===== src/rtl/spfm_pkg.sv =====
package spfm_pkg;

  // Operand category, decoded from the exponent and fraction fields
  typedef enum logic [1:0] {
    CAT_ZERO = 2'd0,
    CAT_NORM = 2'd1,
    CAT_INF  = 2'd2,
    CAT_NAN  = 2'd3
  } op_cat_e;

  localparam int NUM_OPS = 2;

endpackage


===== src/rtl/spfm_classify.sv =====
module spfm_classify
  import spfm_pkg::*;
#(
  parameter int EXP_W = 8,
  parameter int MAN_W = 23,
  localparam int W    = 1 + EXP_W + MAN_W
) (
  input  logic [W-1:0]     op_i,
  output op_cat_e          cat_o,
  output logic             sign_o,
  output logic [EXP_W-1:0] exp_o,
  output logic [MAN_W:0]   sig_o
);

  logic [MAN_W-1:0] frac;
  logic             exp_zero;
  logic             exp_full;

  assign sign_o   = op_i[W-1];
  assign exp_o    = op_i[W-2 -: EXP_W];
  assign frac     = op_i[MAN_W-1:0];
  assign exp_zero = (exp_o == '0);
  assign exp_full = (exp_o == '1);

  // hidden one restored for normal operands only
  assign sig_o = {~exp_zero, frac};

  always_comb begin
    if (exp_zero)          cat_o = CAT_ZERO;
    else if (!exp_full)    cat_o = CAT_NORM;
    else if (frac == '0)   cat_o = CAT_INF;
    else                   cat_o = CAT_NAN;
  end

endmodule


===== src/rtl/spfm_sig_round.sv =====
module spfm_sig_round #(
  parameter int MAN_W = 23,
  localparam int SIG_W  = MAN_W + 1,
  localparam int PROD_W = 2 * SIG_W
) (
  input  logic [SIG_W-1:0] sa_i,
  input  logic [SIG_W-1:0] sb_i,
  output logic [MAN_W-1:0] frac_o,
  output logic [1:0]       exp_inc_o
);

  logic [PROD_W-1:0] prod;
  logic              prod_hi;
  logic [SIG_W-1:0]  keep;
  logic              rnd_bit;
  logic              sticky;
  logic              bump;
  logic [SIG_W:0]    rounded;
  logic              rnd_carry;

  assign prod    = sa_i * sb_i;
  assign prod_hi = prod[PROD_W-1];

  // first normalize step: one-place right shift when product >= 2.0
  always_comb begin
    if (prod_hi) begin
      keep    = prod[PROD_W-1 -: SIG_W];
      rnd_bit = prod[PROD_W-1-SIG_W];
      sticky  = |prod[PROD_W-2-SIG_W:0];
    end else begin
      keep    = prod[PROD_W-2 -: SIG_W];
      rnd_bit = prod[PROD_W-2-SIG_W];
      sticky  = |prod[PROD_W-3-SIG_W:0];
    end
  end

  // nearest, ties to even
  assign bump      = rnd_bit & (sticky | keep[0]);
  assign rounded   = {1'b0, keep} + {{SIG_W{1'b0}}, bump};
  assign rnd_carry = rounded[SIG_W];

  // second normalize step: rounding carried out of the significand
  assign frac_o    = rnd_carry ? rounded[MAN_W:1] : rounded[MAN_W-1:0];
  assign exp_inc_o = {1'b0, prod_hi} + {1'b0, rnd_carry};

endmodule


===== src/rtl/spfm_exp_eval.sv =====
module spfm_exp_eval #(
  parameter int EXP_W = 8,
  localparam int EW   = EXP_W + 3,
  localparam int BIAS = (1 << (EXP_W - 1)) - 1,
  localparam int EMAX = (1 << EXP_W) - 1
) (
  input  logic [EXP_W-1:0] ea_i,
  input  logic [EXP_W-1:0] eb_i,
  input  logic [1:0]       inc_i,
  output logic [EXP_W-1:0] exp_o,
  output logic             ovf_o,
  output logic             unf_o
);

  logic [EW-1:0]        sum;
  logic signed [EW-1:0] sum_s;

  assign sum   = EW'(ea_i) + EW'(eb_i) + EW'(inc_i) - EW'(BIAS);
  assign sum_s = $signed(sum);

  assign ovf_o = (sum_s >= EMAX);
  assign unf_o = (sum_s <= 0);
  assign exp_o = sum[EXP_W-1:0];

endmodule


===== src/rtl/spf_multiplier.sv =====
module spf_multiplier
  import spfm_pkg::*;
#(
  parameter int EXP_W = 8,
  parameter int MAN_W = 23
) (
  input  logic                   clk,
  input  logic                   rst,
  input  logic [EXP_W+MAN_W:0]   a_i,
  input  logic [EXP_W+MAN_W:0]   b_i,
  output logic [EXP_W+MAN_W:0]   prod_o,
  output logic                   ovf_o,
  output logic                   unf_o,
  output logic                   nan_o,
  output logic                   zero_o
);

  localparam int W     = 1 + EXP_W + MAN_W;
  localparam int SIG_W = MAN_W + 1;
  localparam logic [W-1:0] QNAN = {1'b0, {EXP_W{1'b1}}, 1'b1, {(MAN_W-1){1'b0}}};
  localparam logic [W-2:0] INF_MAG = {{EXP_W{1'b1}}, {MAN_W{1'b0}}};

  logic [W-1:0]     ops   [NUM_OPS];
  op_cat_e          cat   [NUM_OPS];
  logic             sgn   [NUM_OPS];
  logic [EXP_W-1:0] expf  [NUM_OPS];
  logic [SIG_W-1:0] sig   [NUM_OPS];

  assign ops[0] = a_i;
  assign ops[1] = b_i;

  for (genvar g = 0; g < NUM_OPS; g++) begin : g_cls
    spfm_classify #(.EXP_W(EXP_W), .MAN_W(MAN_W)) u_cls (
      .op_i   (ops[g]),
      .cat_o  (cat[g]),
      .sign_o (sgn[g]),
      .exp_o  (expf[g]),
      .sig_o  (sig[g])
    );
  end

  logic [MAN_W-1:0] frac_r;
  logic [1:0]       exp_inc;
  logic [EXP_W-1:0] exp_r;
  logic             rng_ovf;
  logic             rng_unf;

  spfm_sig_round #(.MAN_W(MAN_W)) u_sig (
    .sa_i      (sig[0]),
    .sb_i      (sig[1]),
    .frac_o    (frac_r),
    .exp_inc_o (exp_inc)
  );

  spfm_exp_eval #(.EXP_W(EXP_W)) u_exp (
    .ea_i  (expf[0]),
    .eb_i  (expf[1]),
    .inc_i (exp_inc),
    .exp_o (exp_r),
    .ovf_o (rng_ovf),
    .unf_o (rng_unf)
  );

  logic         sign_c;
  logic         any_nan, any_inf, any_zero;
  logic [W-1:0] res_c;
  logic         ovf_c, unf_c, nan_c, zero_c;

  assign sign_c   = sgn[0] ^ sgn[1];
  assign any_nan  = (cat[0] == CAT_NAN) || (cat[1] == CAT_NAN);
  assign any_inf  = (cat[0] == CAT_INF) || (cat[1] == CAT_INF);
  assign any_zero = (cat[0] == CAT_ZERO) || (cat[1] == CAT_ZERO);

  // priority: NaN, infinity, zero operand, range overflow, range underflow
  always_comb begin
    res_c  = {sign_c, exp_r, frac_r};
    ovf_c  = 1'b0;
    unf_c  = 1'b0;
    nan_c  = 1'b0;
    zero_c = 1'b0;
    if (any_nan || (any_inf && any_zero)) begin
      res_c = QNAN;
      nan_c = 1'b1;
    end else if (any_inf) begin
      res_c = {sign_c, INF_MAG};
    end else if (any_zero) begin
      res_c  = {sign_c, {(W-1){1'b0}}};
      zero_c = 1'b1;
    end else if (rng_ovf) begin
      res_c = {sign_c, INF_MAG};
      ovf_c = 1'b1;
    end else if (rng_unf) begin
      res_c  = {sign_c, {(W-1){1'b0}}};
      unf_c  = 1'b1;
      zero_c = 1'b1;
    end
  end

  always_ff @(posedge clk) begin
    if (rst) begin
      prod_o <= '0;
      ovf_o  <= 1'b0;
      unf_o  <= 1'b0;
      nan_o  <= 1'b0;
      zero_o <= 1'b0;
    end else begin
      prod_o <= res_c;
      ovf_o  <= ovf_c;
      unf_o  <= unf_c;
      nan_o  <= nan_c;
      zero_o <= zero_c;
    end
  end

  // reset clears every output on the next edge
  a_r11_reset_clear: assert property (@(posedge clk)
    rst |=> (prod_o == '0 && !ovf_o && !unf_o && !nan_o && !zero_o));

  // sign follows the XOR of the sampled operand signs
  a_r1_sign_xor: assert property (@(posedge clk) disable iff (rst)
    1'b1 |=> (nan_o || prod_o[W-1] == ($past(a_i[W-1]) ^ $past(b_i[W-1]))));

  // NaN flag always comes with the canonical quiet NaN
  a_r9_nan_canon: assert property (@(posedge clk) disable iff (rst)
    nan_o |-> (prod_o == QNAN && !zero_o));

  // overflow flag always comes with an infinity
  a_r6_ovf_inf: assert property (@(posedge clk) disable iff (rst)
    ovf_o |-> (prod_o[W-2:0] == INF_MAG && !zero_o));

  // underflow flag always comes with a flushed zero
  a_r7_unf_zero: assert property (@(posedge clk) disable iff (rst)
    unf_o |-> (prod_o[W-2:0] == '0 && zero_o));

  // the exception flags never overlap
  a_r12_one_flag: assert property (@(posedge clk) disable iff (rst)
    $countones({ovf_o, unf_o, nan_o}) <= 1);

endmodule


===== config.mk =====
export PLATFORM = sky130hd
export DESIGN_NAME = spf_multiplier
export DESIGN_NICKNAME = d
export VERILOG_FILES = /design/src/rtl/spfm_pkg.sv /design/src/rtl/spfm_classify.sv /design/src/rtl/spfm_sig_round.sv /design/src/rtl/spfm_exp_eval.sv /design/src/rtl/spf_multiplier.sv
export SDC_FILE = /design/constraint.sdc
export NUM_CORES = 2
export LEC_CHECK = 0
export ABC_CLOCK_PERIOD_IN_PS = 15420
export BUFFER_PORTS_ARGS = -buffer_cell sky130_fd_sc_hd__buf_2
export CORE_MARGIN = 4
export CORE_UTILIZATION = 28
export CTS_CLUSTER_DIAMETER = 200
export DETAILED_ROUTE_END_ITERATION = 8
export PLACE_DENSITY_LB_ADDON = 0.05
export SYNTH_ARGS = -nofsm -noshare
export SYNTH_HDL_FRONTEND = slang
export SYNTH_HIERARCHICAL = 1
export SYNTH_SLANG_ARGS = --single-unit

===== constraint.sdc =====
create_clock -name clk -period 15.42 [get_ports clk]
set_clock_uncertainty 0.15 [all_clocks]
set_input_delay 1.542 -clock clk [delete_from_list [all_inputs] [get_ports clk]]
set_output_delay 1.542 -clock clk [all_outputs]
set_load 0.01 [all_outputs]

==> out/results.tsv <==
stage	metric	value	unit
worst_setup_path	CP endpoint kind	register	
clock_tree	Hold-fix buffers, CTS	0	
cells_and_area	Nets	3395	
cells_and_area	Layout Cells excl Fill	3731	
global_routing	Tot GR Track Use	17.65	%
routing	first drt pass iteration count	5	
routing	initial DRC count	943	
yosys	register bit total from synthesis	36	
floorplan	Core Region	81980	um2
cells_and_area	Layout area overhead	4.627	%
hold_path	Hold Crit Start	a_i[31]	
routing	antenna-violating nets left	0	
floorplan	Starting Density	28.20	%
routing	Detailed Route WL	74720	um
yosys	sequential fraction of the synthesis area	3.117	%
yosys	Mapped Nets	3470	
yosys	Synthesis Warnings	6	
routing	via-per-instance ratio	4.659	
sta	setup TNS	0	ns
yosys	Post-synth top flop	dfxtp_1	
floorplan	Die ar.	87230	um2
yosys	Post-Syn Area	23120	um2
yosys	Netlist cell types	93	
placed_design	Post-DP HPWL	59810	um
sta	Least-Margin Pin Slew	0.9834	ns
sta	period utilization	87.96	%
floorplan	chip height	295.4	um
sta	Setup violations, final	0	
clock_tree	Clock Tree Buf Depth	2	
placed_design	number of I/O port buffers	101	
global_routing	largest net degree at the start of global routing	32	
routing	routed vias	17380	
floorplan	num rows	105	
cells_and_area	commonest cells after routing, fill and taps aside	inv_1 (591), fa_1 (484), nand2_1 (354)	
sta	relative slew slack	33.88	%
cells_and_area	layout cells sized above 1	6.325	%
routing	routed len/inst	20.03	um
placed_design	gpl congestion	0.8227	
floorplan	Die X	295.4	um
yosys	async set-reset flop share out of synthesis	0	%
worst_setup_path	CP Class	input port to register	
clock_tree	Gates resized, CTS repair	0	
sta	unrepaired setup endpoints after global routing	false	
worst_setup_path	CP arrival	13.63	ns
clock_tree	Clock transition at path regs	0.05	ns
placed_design	dpl cells	3719	
flow_run	maxcap violations	0	
floorplan	Ports	102	
clock_tree	postcts setup bufs	0	
yosys	Post-synth EDFFs	0	
worst_setup_path	Critical path origin	a_i[24]	
global_routing	global route overflow	0	
global_routing	vias in the first global route	19570	
clock_tree	CTS Buf Count	5	
yosys	cell count after synthesis	2731	
status	status	completed	
cells_and_area	commonest non-fill, non-tap cell in the layout	inv_1	
hold_path	Hold/Removal Path Class	input port to register	
global_routing	first-pass GRT wire length	119200	um
sta	fmax	73.73	MHz
worst_setup_path	Slowest cell on crit path	fa_1	
yosys	syn avg cell area	8.466	um2
worst_setup_path	most used cell, CP	fa_1	
worst_setup_path	crit path launch type	input port	
clock_tree	CTS tree	yes	
worst_setup_path	largest fanout on the critical path	15	
worst_setup_path	worst endpoint required time	15.49	ns
clock_tree	number of H-tree levels	2	
clock_tree	clock sink count	36	
sta	Final Hold Fails	0	
global_routing	antenna violations before repair	4	
worst_setup_path	Max stage delay on crit path	0.55	ns
sta	Final min period	13.56	ns
clock_tree	Clock Tree Root	clkbuf_16	
routing	# DRC	0	
sta	Max Slew Vio Count	0	
==> state kept, by name, indices dropped and copies added (netlist names) <==
register,flops
prod_o,32
nan_o,1
ovf_o,1
unf_o,1
zero_o,1
==> final timing paths <==
check | end | slack (ns) | cells after the start
setup / recovery | zero_o | 1.86 | 38
hold / removal | prod_o[31] | 1.39 | 3
==> critical path, delay by kind of cell <==
kind | cells | cell delay (ns)
multiplexers | 1 | 0.15
XOR/XNOR | 1 | 0.17
adder cells (fa/ha/maj) | 10 | 4.94
buffers and inverters | 5 | 0.34
AND/OR/NAND/NOR | 13 | 4.31
AO/OA/AOI/OAI | 8 | 2.13
==> synth_stat cells, types with 9 or more instances <==
| library cell | count | share of area, % |
|---|---|---|
| a211oi_1 | 9 | 0.29 |
| a21oi_1 | 79 | 1.7 |
| a31oi_1 | 11 | 0.30 |
| and2_1 | 307 | 8.3 |
| and2_2 | 9 | 0.29 |
| and3_1 | 13 | 0.35 |
| buf_2 | 10 | 0.22 |
| buf_4 | 65 | 2.1 |
| clkbuf_1 | 111 | 1.8 |
| dfxtp_1 | 36 | 3.1 |
| fa_1 | 484 | 42 |
| ha_1 | 189 | 10 |
| inv_1 | 591 | 9.6 |
| mux2i_1 | 13 | 0.56 |
| nand2_1 | 354 | 5.7 |
| nand3_1 | 19 | 0.41 |
| nand4_1 | 29 | 0.78 |
| nor2_1 | 65 | 1.1 |
| nor2b_1 | 9 | 0.24 |
| nor3_1 | 40 | 0.87 |
| nor4_1 | 17 | 0.46 |
| o211ai_1 | 13 | 0.42 |
| o21a_1 | 11 | 0.36 |
| o21ai_0 | 48 | 1.0 |
| or4_1 | 10 | 0.32 |
| xnor2_1 | 37 | 1.4 |
| xor2_1 | 20 | 0.76 |
==> layer usage <==
metal,vias up,wire length (um),global-route usage [%]
met1,9017,37730,26.33
li1,8107,-,-
met5,-,0,0
met4,0,582,1.939
met3,30,1724,0.9390
met2,230,34680,29.31
==> final cells by class <==
type                    count  area [um2]
diodes                      5       12.51
clock buffers               7       152.6
fillers                  8960       57790
inverters                 592        2222
multi-input cells        1907       19140
flip-flops and latches     36       720.7
well taps                1070        1339
repair buffers            114       603.1
==> logic make-up after synthesis <==
family / count (synthesis) / share of synthesized area, %
simple gates: 905 / 20.25
buf+inv: 788 / 14.10
fa+ha+maj: 673 / 52.14
compound gates: 256 / 7.506
xor+xnor: 58 / 2.230
flops: 36 / 3.117
mux: 15 / 0.6602
==> through the flow <==
step / cell area, um2 / utilization [%] / worst slack (ns) / hold WS (ns)
after floorplan: 23120 / - / 3.220 / 1.464
after global placement: 24020 / 29.31 / 1.668 / 1.680
after detailed placement: 24020 / 29.31 / 1.517 / 1.684
after CTS: 24180 / 29.49 / 1.775 / 1.380
after global routing: 24180 / 29.49 / 0.9745 / 1.390
final: 24190 / 29.51 / 1.857 / 1.391
Power is left out: the tool's default activity adds up to more than one toggle a clock period on the data nets, which glitch-free logic cannot reach.
